[src/rtl/gpio_irq_pkg.sv]
package gpio_irq_pkg;

    localparam int unsigned ADDR_W = 3;

    typedef enum logic [ADDR_W-1:0] {
        REG_ENABLE = 3'd0,
        REG_SENSE  = 3'd1,
        REG_POL    = 3'd2,
        REG_BOTH   = 3'd3,
        REG_CLEAR  = 3'd4,
        REG_RAW    = 3'd5,
        REG_MASKED = 3'd6
    } reg_sel_e;

    typedef struct packed {
        logic en;
        logic sense;
        logic pol;
        logic both;
    } pin_cfg_t;

    function automatic logic edge_hit(input logic rise, input logic fall,
                                      input logic both, input logic pol);
        if (both)
            return rise | fall;
        return pol ? rise : fall;
    endfunction

endpackage

[src/rtl/gpio_irq_cfg.sv]
module gpio_irq_cfg
    import gpio_irq_pkg::*;
#(
    parameter int unsigned NPINS = 8
) (
    input  logic                   clk,
    input  logic                   rst,
    input  logic                   wr,
    input  logic [ADDR_W-1:0]      addr,
    input  logic [NPINS-1:0]       wdata,
    output pin_cfg_t [NPINS-1:0]   cfg_v,
    output logic [NPINS-1:0]       clr_v
);
    reg_sel_e sel;
    assign sel = reg_sel_e'(addr);

    assign clr_v = (wr && sel == REG_CLEAR) ? wdata : '0;

    for (genvar i = 0; i < NPINS; i++) begin : g_pin
        always_ff @(posedge clk) begin
            if (rst) begin
                cfg_v[i] <= '0;
            end else if (wr) begin
                case (sel)
                    REG_ENABLE: cfg_v[i].en    <= wdata[i];
                    REG_SENSE:  cfg_v[i].sense <= wdata[i];
                    REG_POL:    cfg_v[i].pol   <= wdata[i];
                    REG_BOTH:   cfg_v[i].both  <= wdata[i];
                    default: ;
                endcase
            end
        end
    end
endmodule

[src/rtl/gpio_irq_detect.sv]
module gpio_irq_detect
    import gpio_irq_pkg::*;
#(
    parameter int unsigned NPINS = 8
) (
    input  logic                   clk,
    input  logic                   rst,
    input  logic [NPINS-1:0]       pin_in,
    input  pin_cfg_t [NPINS-1:0]   cfg_v,
    input  logic [NPINS-1:0]       clr_v,
    output logic [NPINS-1:0]       raw_v
);
    logic [NPINS-1:0] prev_q;
    logic [NPINS-1:0] latch_q;
    logic [NPINS-1:0] hit_v;
    logic [NPINS-1:0] sense_v;

    // previous value follows the pins even in reset, so no false edge at release
    always_ff @(posedge clk) prev_q <= pin_in;

    for (genvar i = 0; i < NPINS; i++) begin : g_pin
        logic rise, fall;
        assign rise       = pin_in[i] & ~prev_q[i];
        assign fall       = ~pin_in[i] & prev_q[i];
        assign hit_v[i]   = edge_hit(rise, fall, cfg_v[i].both, cfg_v[i].pol);
        assign sense_v[i] = cfg_v[i].sense;

        always_ff @(posedge clk) begin
            if (rst || cfg_v[i].sense)
                latch_q[i] <= 1'b0;
            else
                latch_q[i] <= (latch_q[i] & ~clr_v[i]) | hit_v[i];
        end

        assign raw_v[i] = cfg_v[i].sense ? (pin_in[i] == cfg_v[i].pol) : latch_q[i];
    end

    // a detected edge on an edge-sensed pin is held next cycle, clear or not
    edge_set_chk: assert property (@(posedge clk) disable iff (rst)
        (|(hit_v & ~sense_v)) |=>
        ((latch_q & $past(hit_v & ~sense_v)) == $past(hit_v & ~sense_v)));


    clear_chk: assert property (@(posedge clk) disable iff (rst)
        (|(clr_v & ~hit_v)) |=> ((latch_q & $past(clr_v & ~hit_v)) == '0));


    level_nolatch_chk: assert property (@(posedge clk) disable iff (rst)
        (latch_q & $past(sense_v)) == '0);
endmodule

[src/rtl/gpio_irq_rdmux.sv]
module gpio_irq_rdmux
    import gpio_irq_pkg::*;
#(
    parameter int unsigned NPINS = 8
) (
    input  logic [ADDR_W-1:0]      addr,
    input  pin_cfg_t [NPINS-1:0]   cfg_v,
    input  logic [NPINS-1:0]       raw_v,
    input  logic [NPINS-1:0]       masked_v,
    output logic [NPINS-1:0]       rdata
);
    logic [NPINS-1:0] en_b, sense_b, pol_b, both_b;

    for (genvar i = 0; i < NPINS; i++) begin : g_unpack
        assign en_b[i]    = cfg_v[i].en;
        assign sense_b[i] = cfg_v[i].sense;
        assign pol_b[i]   = cfg_v[i].pol;
        assign both_b[i]  = cfg_v[i].both;
    end

    always_comb begin
        case (reg_sel_e'(addr))
            REG_ENABLE: rdata = en_b;
            REG_SENSE:  rdata = sense_b;
            REG_POL:    rdata = pol_b;
            REG_BOTH:   rdata = both_b;
            REG_RAW:    rdata = raw_v;
            REG_MASKED: rdata = masked_v;
            default:    rdata = '0;
        endcase
    end
endmodule

[src/rtl/gpio_irq_top.sv]
module gpio_irq_top
    import gpio_irq_pkg::*;
#(
    parameter int unsigned NPINS = 8
) (
    input  logic              clk,
    input  logic              rst,
    input  logic [NPINS-1:0]  pin_in,
    input  logic              bus_wr,
    input  logic [2:0]        bus_addr,
    input  logic [NPINS-1:0]  bus_wdata,
    output logic [NPINS-1:0]  bus_rdata,
    output logic              irq_out
);
    pin_cfg_t [NPINS-1:0] cfg_v;
    logic [NPINS-1:0]     clr_v, raw_v, masked_v, en_v;

    gpio_irq_cfg #(.NPINS(NPINS)) u_cfg (
        .clk(clk), .rst(rst), .wr(bus_wr), .addr(bus_addr),
        .wdata(bus_wdata), .cfg_v(cfg_v), .clr_v(clr_v)
    );

    gpio_irq_detect #(.NPINS(NPINS)) u_det (
        .clk(clk), .rst(rst), .pin_in(pin_in), .cfg_v(cfg_v),
        .clr_v(clr_v), .raw_v(raw_v)
    );

    for (genvar i = 0; i < NPINS; i++) begin : g_mask
        assign en_v[i]     = cfg_v[i].en;
        assign masked_v[i] = raw_v[i] & cfg_v[i].en;
    end

    assign irq_out = |masked_v;

    gpio_irq_rdmux #(.NPINS(NPINS)) u_rd (
        .addr(bus_addr), .cfg_v(cfg_v), .raw_v(raw_v),
        .masked_v(masked_v), .rdata(bus_rdata)
    );


    mask_gate_chk: assert property (@(posedge clk) disable iff (rst)
        (en_v == '0) |-> !irq_out);


    raw_idle_chk: assert property (@(posedge clk) disable iff (rst)
        (raw_v == '0) |-> !irq_out);
endmodule

[config.mk]
export PLATFORM = sky130hd
export DESIGN_NAME = gpio_irq_top
export DESIGN_NICKNAME = d
export VERILOG_FILES = /design/src/rtl/gpio_irq_pkg.sv /design/src/rtl/gpio_irq_cfg.sv /design/src/rtl/gpio_irq_detect.sv /design/src/rtl/gpio_irq_rdmux.sv /design/src/rtl/gpio_irq_top.sv
export SDC_FILE = /design/constraint.sdc
export NUM_CORES = 1
export LEC_CHECK = 0
export CAP_MARGIN = 20
export CORE_UTILIZATION = 57
export CTS_CLUSTER_DIAMETER = 120
export DETAILED_ROUTE_END_ITERATION = 16
export GPL_TIMING_DRIVEN = 1
export PLACE_DENSITY = 0.88
export REMOVE_ABC_BUFFERS = 1
export SYNTH_ARGS = -nofsm -noshare
export SYNTH_HDL_FRONTEND = slang
export SYNTH_HIERARCHICAL = 1
export SYNTH_SLANG_ARGS = --single-unit
[constraint.sdc]
create_clock -name clk -period 3.5 [get_ports clk]
set_input_delay 0.875 -clock clk [delete_from_list [all_inputs] [get_ports clk]]
set_output_delay 0.875 -clock clk [all_outputs]
set_load 0.1 [all_outputs]
==> Word level (Yosys, flattened, before mapping) <==
Index checks and enable logic that the tools add are counted.
{ "op_classes": {"eq_ne": 14, "muxes": 42, "bitwise": 72, "reduce_logical": 15} }
{ "op_table": {"columns": ["op", "count"], "rows": [
  ["one-hot mux 8 bit (6 select lines)", 1],
  ["two-way mux 1 bit", 40],
  ["bitwise AND 1 bit", 32],
  ["inverter 1 bit", 24],
  ["bitwise OR 1 bit", 16],
  ["== test 3 bit, second input constant", 3],
  ["== test 1 bit", 8],
  ["logical OR 1 bit", 8],
  ["two-way mux 8 bit", 1],
  ["AND reduction 2 bit", 4],
  ["OR reduction 8 bit", 1],
  ["== test 3 x 2 -> 1 bit, second input constant", 2],
  ["== test 3 x 1 -> 1 bit, second input constant", 1],
  ["logical NOT 3 bit", 1],
  ["logical AND 1 bit", 1]
]} }
{ "totals": {"reg_bits": 48, "input_bits": 22, "output_inout_bits": 9, "elab_cells": 184} }

==> Logic depth before layout (Yosys ltp) <==
Gate-level depths: netlist of run 1.
{ "depth": {"ltp_word": 6, "depth_mapped": 5, "mapped_depth_nobuf": 5} }

==> Modules after synthesis <==
Netlist of run 1, hierarchy kept.
{ "by_module_without_submodules": {"columns": ["mod", "instances", "cells_per_inst", "area_each_um2", "seq_area_each_um2"], "rows": [
  ["gpio_irq_cfg", 1, 125, 1381.3, 640.6],
  ["gpio_irq_detect", 1, 105, 1114.8, 320.3],
  ["gpio_irq_rdmux", 1, 52, 406.6, 0.0],
  ["gpio_irq_top", 1, 11, 73.8, 0.0]
]} }

==> Worst setup path after synthesis of run 1 <==
OpenSTA, ideal clock, no wires.
{ "synth_timing": {"path_type": "input to output", "from": "in pin_in[3]", "to": "out bus_rdata[3]", "t_arrival_ps": 3690, "required_ps": 2625, "setup_slack_ps": -1065, "cell_stages": 5, "n_path_buf": 0, "cell_sequence": "xnor2_1 -> mux2_2 -> and2_4 -> a22oi_1 -> a221oi_1"} }
{ "synth_between": {"elab_chain_cells": 4} }
{ "synth_lines": {"columns": ["element", "line_no", "text"], "rows": [
  ["start: declaration", "gpio_irq_top.sv:8", "input logic [NPINS-1:0] pin_in,"],
  ["== test 1 bit", "gpio_irq_detect.sv:35", "assign raw_v[i] = cfg_v[i].sense ? (pin_in[i] == cfg_v[i].pol) : latch_q[i];"],
  ["two-way mux 1 bit", "gpio_irq_detect.sv:35", null],
  ["via raw_v[3]", "gpio_irq_top.sv:16", "logic [NPINS-1:0] clr_v, raw_v, masked_v, en_v;"],
  ["bitwise AND 1 bit", "gpio_irq_top.sv:30", "assign masked_v[i] = raw_v[i] & cfg_v[i].en;"],
  ["via masked_v[3]", "gpio_irq_top.sv:16", null],
  ["one-hot mux 8 bit (6 select lines)", "gpio_irq_rdmux.sv:22", "case (reg_sel_e'(addr))"],
  ["end: declaration", "gpio_irq_top.sv:12", "output logic [NPINS-1:0] bus_rdata,"]
]} }
The timed path passes the listed nets, and every way through them passes these cells.

==> Worst setup path in the final report of run 1 <==
{ "layout_timing": {"from": "in pin_in[0]", "to": "out irq_out"} }
{ "layout_between": {"elab_chain_cells": 4} }
{ "layout_lines": {"columns": ["element", "line_no", "text"], "rows": [
  ["== test 1 bit", "gpio_irq_detect.sv:35", null],
  ["two-way mux 1 bit", "gpio_irq_detect.sv:35", null],
  ["via raw_v[0]", "gpio_irq_top.sv:16", null],
  ["bitwise AND 1 bit", "gpio_irq_top.sv:30", null],
  ["via masked_v[0]", "gpio_irq_top.sv:16", null],
  ["OR reduction 8 bit", "gpio_irq_top.sv:33", "assign irq_out = |masked_v;"],
  ["end: declaration", "gpio_irq_top.sv:13", "output logic irq_out"]
]} }
The timed path passes the listed nets, and every way through them passes these cells.

==> results of run 1 <==
==> repair_timing <==
item / CTS / global route
pin swaps: 10 / 2
gates resized for setup: 33 / 7
setup buffers: 2 / 0
endpoints found under the setup margin: 4 / 5
==> cell families (layout without fill, tap and decap cells) <==
family / count (synthesis) / in the layout / share of synthesized area
xor+xnor: 8 / 8 / 0.0235
fa+ha+maj: 16 / 16 / 0.0673
flops: 48 / 48 / 0.323
compound gates: 40 / 40 / 0.126
buf+inv: 35 / 83 / 0.0580
mux: 56 / 56 / 0.205
simple gates: 90 / 90 / 0.197
==> per-layer routing <==
layer  wire [um]  part of all wire  global-route usage
met5           0                 0                   0
met4         106             0.015               0.117
met3         267             0.039              0.0501
met2        3480              0.51               0.489
met1        3000              0.44               0.314
==> registers in the layout, summed over array words and instances (netlist names) <==
name / count
u_det/latch_q: 8
u_cfg/cfg_v: 32
u_det/prev_q: 8
==> area by class of cell <==
class	count	area (um2)
Clock buffer	8	90.1
Inverter	20	75.1
Sequential cell	48	961
Multi-Input combinational cell	210	1910
Tap cell	67	83.8
Fill cell	344	1200
Timing Repair Buffer	55	559
==> worst paths after layout <==
| check | startpoint | endpoint | slack (ns) | cells past startpoint |
|---|---|---|---|---|
| max reg2reg | u_det/prev_q[3]$_DFF_P_ | u_det/latch_q[3]$_SDFF_PP0_ | 2.33 | 5 |
| min | u_det/latch_q[6]$_SDFF_PP0_ | u_det/latch_q[6]$_SDFF_PP0_ | 0.50 | 2 |
| max | pin_in[0] | irq_out | -0.04 | 7 |
| min reg2reg | u_det/latch_q[6]$_SDFF_PP0_ | u_det/latch_q[6]$_SDFF_PP0_ | 0.50 | 2 |
==> tightest hold or removal path: stages, from the launching register on <==
cell and delay, ns:
dfxtp_1 0.32, nand2b_1 0.08, a211oi_2 0.06
==> power groups by stage <==
stage	Combinational [mW]	Clock (mW)	Sequential, mW
CTS	0.272	0.345	0.584
detailed placement	0.266	0	0.596
global route	0.294	0.367	0.587
global placement	0.259	0	0.594
floorplan	0.149	0	0.591
finish	0.277	0.339	0.584
==> through the flow <==
stage	utilization	total power [mW]	cell area (um2)	setup WS, ns
floorplan	-	0.741	2880	-1.08
global route	0.755	1.25	3680	-0.0673
finish	0.755	1.20	3680	-0.0363
CTS	0.751	1.20	3660	-0.0306
global placement	0.723	0.854	3530	-0.541
detailed placement	0.723	0.862	3530	-0.576
==> cells in the final DEF, fill, tap and decap left out, types with 3 or more instances in the layout <==
| cell | netlist | layout |
|---|---|---|
| buf_12 | 0 | 9 |
| o32ai_1 | 4 | 4 |
| ha_1 | 16 | 16 |
| xnor2_1 | 8 | 7 |
| and2_1 | 16 | 11 |
| a22oi_1 | 4 | 4 |
| mux2i_1 | 40 | 40 |
| a22o_1 | 4 | 4 |
| a221o_1 | 4 | 4 |
| clkdlybuf4s50_1 | 0 | 13 |
| nand2_1 | 8 | 8 |
| nor2b_1 | 5 | 4 |
| o21ai_2 | 8 | 8 |
| inv_1 | 20 | 20 |
| clkbuf_8 | 0 | 6 |
| a211oi_2 | 8 | 10 |
| nand2b_1 | 49 | 48 |
| mux2_4 | 8 | 14 |
| a221oi_1 | 4 | 3 |
| and2_4 | 1 | 6 |
| buf_4 | 5 | 25 |
| dlygate4sd2_1 | 0 | 4 |
| dfxtp_1 | 48 | 48 |
==> impl_metrics.tcl, run 1 <==
set metrics [dict create \
    fp.dieW_um 74.3 \
    synth-seq-cells 48 \
    path_common_cell "or4_4" \
    violations "setup timing" \
    crit_arrival_ns 2.66 \
    end_kind "output pin" \
    combPwrFrac 0.231 \
    p_seq_frac 0.487 \
    dp.cells 398 \
    wl_mm 6.85 \
    yosysUniqueCellTypes 32 \
    vias_per_cell 5.63 \
    start_util 0.610 \
    startpoint_type "input port" \
    holdWs_ns 0.495 \
    finalMaxSlewViolations 0 \
    min_path_type "flip-flop to flip-flop" \
    hold_violations 0 \
    ys_top_cells_by_area "dfxtp_1 32%, mux2i_1 13%, nand2b_1 10%" \
    clkSinkCount 48 \
    yosysTopAreaCell "dfxtp_1" \
    io_pins 31 \
    antenna_cells 0 \
    crit_chain "buf_6 > xnor2_2 > mux2_4 > and2_4 > or4_4 > or4_4 > buf_12" \
    finalCritPeriodShare 1.01 \
    layout_setup_ws_ns -0.0363 \
    die_h_um 74.3 \
    synth_top_area_frac 0.323 \
    dpl.hpwl_mm 4.78 \
    ys.flop_type "dfxtp_1" \
    cts_inserted_buffers 5 \
    power-per-cell-area_nw_per_um2 326 \
    grt_antenna_before_repair 0 \
    critical_path.max_fanout 2 \
    core_area_um2 4880 \
    final_nets 378 \
    ant_nets 0 \
    peakVddDrop_mv 0.193 \
    track_usage 0.271 \
    clk_latency_ns 0.30 \
    grt_pass1_vias 2395 \
    grt_pass1_wl_mm 11.2 \
    postCtsHoldBufs 0 \
    num_vias 2297 \
    syn_inst 293 \
    path_delay_family "simple AND/OR/NAND/NOR gates" \
    crit_type "input port to output pin" \
    min_period_ns 3.54 \
    p_sw_mw 0.337 \
    synthArstFlopShare 0 \
    synth-edff-count 0 \
    io_buffer_count 30 \
    synth_most_common_cell "nand2b_1" \
    gp_congestion 0.811 \
    clockBufferDepth 2 \
    clk_pin_slew_ns 0.08 \
    placementRows 25 \
    avgSynthCellArea_um2 10.2 \
    max_freq_mhz 283 \
    setup_viol 1 \
    slowest_stage "or4_4" \
    ys_warn_count 6 \
    cpPeakStageDelay_ns 0.52 \
    required_ns 2.62 \
    clkPwrFrac 0.283 \
    tns_ns -0.0363 \
    cap_viol_max_count 0 \
    rsz0062_at_grt "true" \
    fin_worst_skew_ns 0.00458 \
    first_iter_violations 139 \
    worstPathBufferInverterCount 2 \
    synth_area_um2 2980 \
    dieArea_um2 5520 \
    fin_cells 408 \
    flow.area_growth_from_synthesis_pct 23.7 \
    cts_tree "done" \
    max-slew-margin-rel 0.512 \
    worst_slew_pin_slew_ns 0.728 \
    clockRootBuffer "clkbuf_8" \
    drive_gt1_frac 0.276 \
    swShare 0.281 \
    drc 0 \
    internal_power_mw 0.863 \
    drt-pass1-iter-count 4 \
    synthTopCellsByCount "49 x nand2b_1, 48 x dfxtp_1, 40 x mux2i_1" \
    cts-htree-levels 2 \
    grt_max_degree 49 \
    seq_area_frac_synth 0.323 \
    wl_per_cell_um 16.8 \
    grt_overflow 0 \
    status "complete, but fails checks" \
    p_leak_nw 1.62 \
]
Power figures use the tool's default switching activity.
==> run 2, diff against run 1 <==
--- a/config.mk
+++ b/config.mk
@@ -6,11 +6,11 @@
 export NUM_CORES = 1
 export LEC_CHECK = 0
 export CAP_MARGIN = 20
-export CORE_UTILIZATION = 57
+export CORE_UTILIZATION = 51
 export CTS_CLUSTER_DIAMETER = 120
 export DETAILED_ROUTE_END_ITERATION = 16
 export GPL_TIMING_DRIVEN = 1
-export PLACE_DENSITY = 0.88
+export PLACE_DENSITY = 0.84
 export REMOVE_ABC_BUFFERS = 1
 export SYNTH_ARGS = -nofsm -noshare
 export SYNTH_HDL_FRONTEND = slang
==> constraint.sdc (replaced) <==
create_clock -name clk -period 2.9 [get_ports clk]
set_input_delay 0.725 -clock clk [delete_from_list [all_inputs] [get_ports clk]]
set_output_delay 0.725 -clock clk [all_outputs]
set_load 0.1 [all_outputs]
==> impl_metrics.tcl, run 2 (synthesized netlist as in run 1, its figures left out) <==
set metrics [dict create \
    status "complete, but fails checks" \
    violations "setup timing" \
    holdWs_ns 0.489 \
    placementRows 27 \
    reg_top3 "u_cfg/cfg_v: 32 flops, u_det/latch_q: 8 flops, u_det/prev_q: 8 flops" \
    final_cell_mix "49 x nand2b_1, 48 x dfxtp_1, 40 x mux2i_1" \
    power_mw 1.54 \
    max_freq_mhz 308 \
    drc 0 \
    dpl.hpwl_mm 4.94 \
    wl_mm 6.87 \
    worst_slew_pin_slew_ns 0.429 \
    crit_type "input port to output pin" \
    die_h_um 78.4 \
    fp.dieW_um 78.4 \
    crit_arrival_ns 2.53 \
    io_buffer_count 30 \
    setup_viol 2 \
    startpoint_type "input port" \
    slowest_stage "or4_4" \
    grt_antenna_before_repair 0 \
    max-slew-margin-rel 0.714 \
    path_common_cell "or4_4" \
    clockRootBuffer "clkbuf_8" \
    grt_pass1_wl_mm 11.6 \
    track_usage 0.244 \
    first_iter_violations 81 \
    grt_overflow 0 \
    gp_congestion 0.835 \
    end_kind "output pin" \
    largest_reg_flops 32 \
    grt_pass1_vias 2417 \
    clk_pin_slew_ns 0.09 \
    clockBufferDepth 2 \
    start_util 0.534 \
    dieArea_um2 6150 \
    vias_per_cell 5.40 \
    core_area_um2 5570 \
    cts-htree-levels 2 \
    fillers 427 \
    min_period_ns 3.25 \
    hold_violations 0 \
    cts_inserted_buffers 5 \
    dpl_cell_area_um2 3650 \
    final_common_cell "nand2b_1" \
    dp_slack_ns -0.878 \
    wl_per_cell_um 16.1 \
    grt_max_degree 49 \
    fin_worst_skew_ns 0.00278 \
    antenna_cells 0 \
    final_nets 393 \
    cap_viol_max_count 0 \
    io_pins 31 \
    finish.instance_area_um2 3860 \
    power-per-cell-area_nw_per_um2 399 \
    drive_gt1_frac 0.334 \
    drt-pass1-iter-count 4 \
    cpPeakStageDelay_ns 0.53 \
    critical_path.max_fanout 2 \
    rsz0062_at_grt "true" \
    layout_setup_ws_ns -0.351 \
    ant_nets 0 \
    cts_tree "done" \
    top_register "u_cfg/cfg_v" \
    required_ns 2.17 \
    flow.area_growth_from_synthesis_pct 29.8 \
    clk_latency_ns 0.30 \
    num_vias 2312 \
    peakVddDrop_mv 0.286 \
    finalMaxSlewViolations 0 \
    min_path_type "flip-flop to flip-flop" \
    crit_chain "buf_6 > xnor2_2 > mux2_4 > and2_4 > or4_4 > or4_4 > buf_12" \
    clkSinkCount 48 \
    finalCritPeriodShare 1.12 \
    p_leak_nw 1.72 \
]
run 2: repair_timing:
action | 4_1_cts | 5_1_grt
pin swaps | 15 | 3
hold buffers | 0 | 0
resized for setup | 52 | 7
setup buffers | 1 | 0
endpoints found under the setup margin | 9 | 6
endpoints found under the hold margin | 0 | 0
run 2: layout make-up:
class / count / area, um2 / area share
tap: 72 / 90.1 / 0.0233
clock buffer: 5 / 68.8 / 0.0178
multi-input combinational: 210 / 1960 / 0.507
inverter: 20 / 75.1 / 0.0194
timing repair buffer: 70 / 666 / 0.172
clock inverter: 3 / 42.5 / 0.0110
sequential: 48 / 961 / 0.249
run 2: critical path, delay by kind of cell:
family	cells	cell delay, ns
buffers and inverters	2	0.28
multiplexers	1	0.27
XOR/XNOR	1	0.12
AND/OR/NAND/NOR	3	1.12
run 2: per-layer routing:
layer	global-route usage	vias to the layer above	part of all wire
met2	0.452	49	0.52
li1	-	1143	-
met1	0.285	1110	0.42
met3	0.0360	10	0.040
met4	0.0778	0	0.017
met5	0	-	0
run 2: worst paths after layout:
kind	startpoint	endpoint	slack (ns)	cells after the start
max	pin_in[1]	irq_out	-0.35	7
max reg2reg	u_det/prev_q[4]$_DFF_P_	u_det/latch_q[4]$_SDFF_PP0_	1.75	5
min reg2reg	u_det/latch_q[0]$_SDFF_PP0_	u_det/latch_q[0]$_SDFF_PP0_	0.49	2
min	u_det/latch_q[0]$_SDFF_PP0_	u_det/latch_q[0]$_SDFF_PP0_	0.49	2
run 2: per-stage QoR:
stage | utilization | TNS [ns] | instances
3_5_place_dp | 0.655 | -3.21 | 419
4_1_cts | 0.688 | -0.487 | 428
3_3_place_gp | 0.655 | -2.91 | 419
5_1_grt | 0.693 | -0.567 | 428
6_report | 0.693 | -0.496 | 428
2_1_floorplan | - | -5.98 | 278
run 2: power by group:
part / internal [mW] / leakage [nW] / switching (mW)
Combinational: 0.172 / 1.27 / 0.177
Clock: 0.255 / 0.0541 / 0.234
Sequential: 0.684 / 0.393 / 0.0186
Total: 1.11 / 1.72 / 0.430
==> run 3, diff against run 2 <==
--- a/config.mk
+++ b/config.mk
@@ -10,7 +10,7 @@
 export CTS_CLUSTER_DIAMETER = 120
 export DETAILED_ROUTE_END_ITERATION = 16
 export GPL_TIMING_DRIVEN = 1
-export PLACE_DENSITY = 0.84
+export PLACE_DENSITY = 0.76
 export REMOVE_ABC_BUFFERS = 1
 export SYNTH_ARGS = -nofsm -noshare
 export SYNTH_HDL_FRONTEND = slang
==> impl_metrics.tcl, run 3 (synthesized netlist as in run 1, its figures left out) <==
set metrics [dict create \
    finalMaxSlewViolations 0 \
    min_from "u_det/latch_q[1]$_SDFF_PP0_" \
    dieArea_um2 6150 \
    io_pins 31 \
    wl_per_cell_um 14.7 \
    vias_per_cell 5.34 \
    peakVddDrop_mv 0.384 \
    clockRootBuffer "clkbuf_8" \
    violations "setup timing" \
    start_util 0.534 \
    track_usage 0.222 \
    clockBufferDepth 2 \
    dpl.hpwl_mm 4.57 \
    dpl_cell_area_um2 3650 \
    startpoint "pin_in[0]" \
    p_leak_nw 1.73 \
    min_period_ns 3.22 \
    min_path_type "flip-flop to flip-flop" \
    postCtsHoldBufs 0 \
    holdWs_ns 0.492 \
    grt_overflow 0 \
    clk_latency_ns 0.29 \
    end_kind "output pin" \
    clk_pin_slew_ns 0.08 \
    slowest_stage "or4_4" \
    rsz0062_at_grt "true" \
    fin_cells 433 \
    cts-htree-levels 2 \
    cts_inserted_buffers 5 \
    ant_nets 0 \
    grt_pass1_vias 2319 \
    max_freq_mhz 311 \
    gp_congestion 0.759 \
    fillers 444 \
    required_ns 2.17 \
    grt_max_degree 49 \
    cpPeakStageDelay_ns 0.51 \
    cts_tree "done" \
    fp.dieW_um 78.4 \
    num_vias 2312 \
    drive_gt1_frac 0.332 \
    fin_worst_skew_ns 0.00794 \
    max-slew-margin-rel 0.717 \
    post-route-util 0.695 \
    clkSinkCount 48 \
    worstPathBufferInverterCount 2 \
    top_register "u_cfg/cfg_v" \
    placementRows 27 \
    final_nets 398 \
    cap_viol_max_count 0 \
    core_area_um2 5570 \
    path_common_cell "or4_4" \
    worst_slew_pin_slew_ns 0.425 \
    grt_pass1_wl_mm 10.7 \
    hold_violations 0 \
    flow.area_growth_from_synthesis_pct 30.2 \
    final_cell_mix "49 x nand2b_1, 48 x dfxtp_1, 42 x buf_4" \
    antenna_cells 0 \
    crit_arrival_ns 2.49 \
    startpoint_type "input port" \
    crit_chain "buf_6 > xnor2_1 > mux2_4 > and2_4 > or4_4 > or4_4 > buf_12" \
    wl_mm 6.37 \
    largest_reg_flops 32 \
    crit_type "input port to output pin" \
    path_delay_family "simple AND/OR/NAND/NOR gates" \
    power-per-cell-area_nw_per_um2 378 \
    grt_antenna_before_repair 0 \
    critical_path.max_fanout 2 \
    reg_top3 "u_cfg/cfg_v: 32 flops, u_det/latch_q: 8 flops, u_det/prev_q: 8 flops" \
    r2r-start "u_det/prev_q[3]$_DFF_P_" \
    dp.cells 419 \
    drt-pass1-iter-count 4 \
    final_common_cell "nand2b_1" \
    status "complete, but fails checks" \
    die_h_um 78.4 \
    setup_viol 2 \
    drc 0 \
    finish.instance_area_um2 3880 \
    finalCritPeriodShare 1.11 \
    tns_ns -0.435 \
    first_iter_violations 152 \
    layout_setup_ws_ns -0.316 \
    io_buffer_count 30 \
]
[run 3: layout make-up]
class / instances / area, um2 / area share
timing repair buffer: 75 / 717 / 0.185
clock buffer: 8 / 90.1 / 0.0232
inverter: 20 / 75.1 / 0.0194
tap: 72 / 90.1 / 0.0232
sequential: 48 / 961 / 0.248
multi-input combinational: 210 / 1940 / 0.501
[run 3: timing repair]
action | 4_1_cts | 5_1_grt
pin swaps | 17 | 0
buffers inserted | 2 | 4
setup endpoints to repair | 9 | 9
resized for setup | 49 | 10
[run 3: report_power, final]
part	internal, mW	switching, mW
logic	0.176	0.173
registers	0.684	0.0184
clock network	0.195	0.218
total	1.06	0.410
[run 3: path summary, 6_finish.rpt]
check,to,slack [ns],cells after the start
setup reg to reg,u_det/latch_q[3]$_SDFF_PP0_,1.74,5
hold / removal,u_det/latch_q[1]$_SDFF_PP0_,0.49,2
setup / recovery,irq_out,-0.32,7
hold reg to reg,u_det/latch_q[1]$_SDFF_PP0_,0.49,2
[run 3: per-layer routing]
| layer | wire length (um) | global-route usage | part of all wire |
|---|---|---|---|
| met5 | 0 | 0 | 0 |
| met4 | 91 | 0.0667 | 0.014 |
| met3 | 195 | 0.0407 | 0.031 |
| met2 | 3070 | 0.373 | 0.48 |
| met1 | 3010 | 0.290 | 0.47 |
[run 3: worst min-delay path: stages (launching register included)]
cell      delay (ns)
dfxtp_1         0.32
nand2b_1        0.08
a211oi_2        0.06
[run 3: stage by stage]
stage | setup slack, ns | power, mW
2_1_floorplan | -1.38 | 0.894
3_3_place_gp | -0.820 | 1.04
3_5_place_dp | -0.834 | 1.05
4_1_cts | -0.319 | 1.46
5_1_grt | -0.348 | 1.53
6_report | -0.316 | 1.47
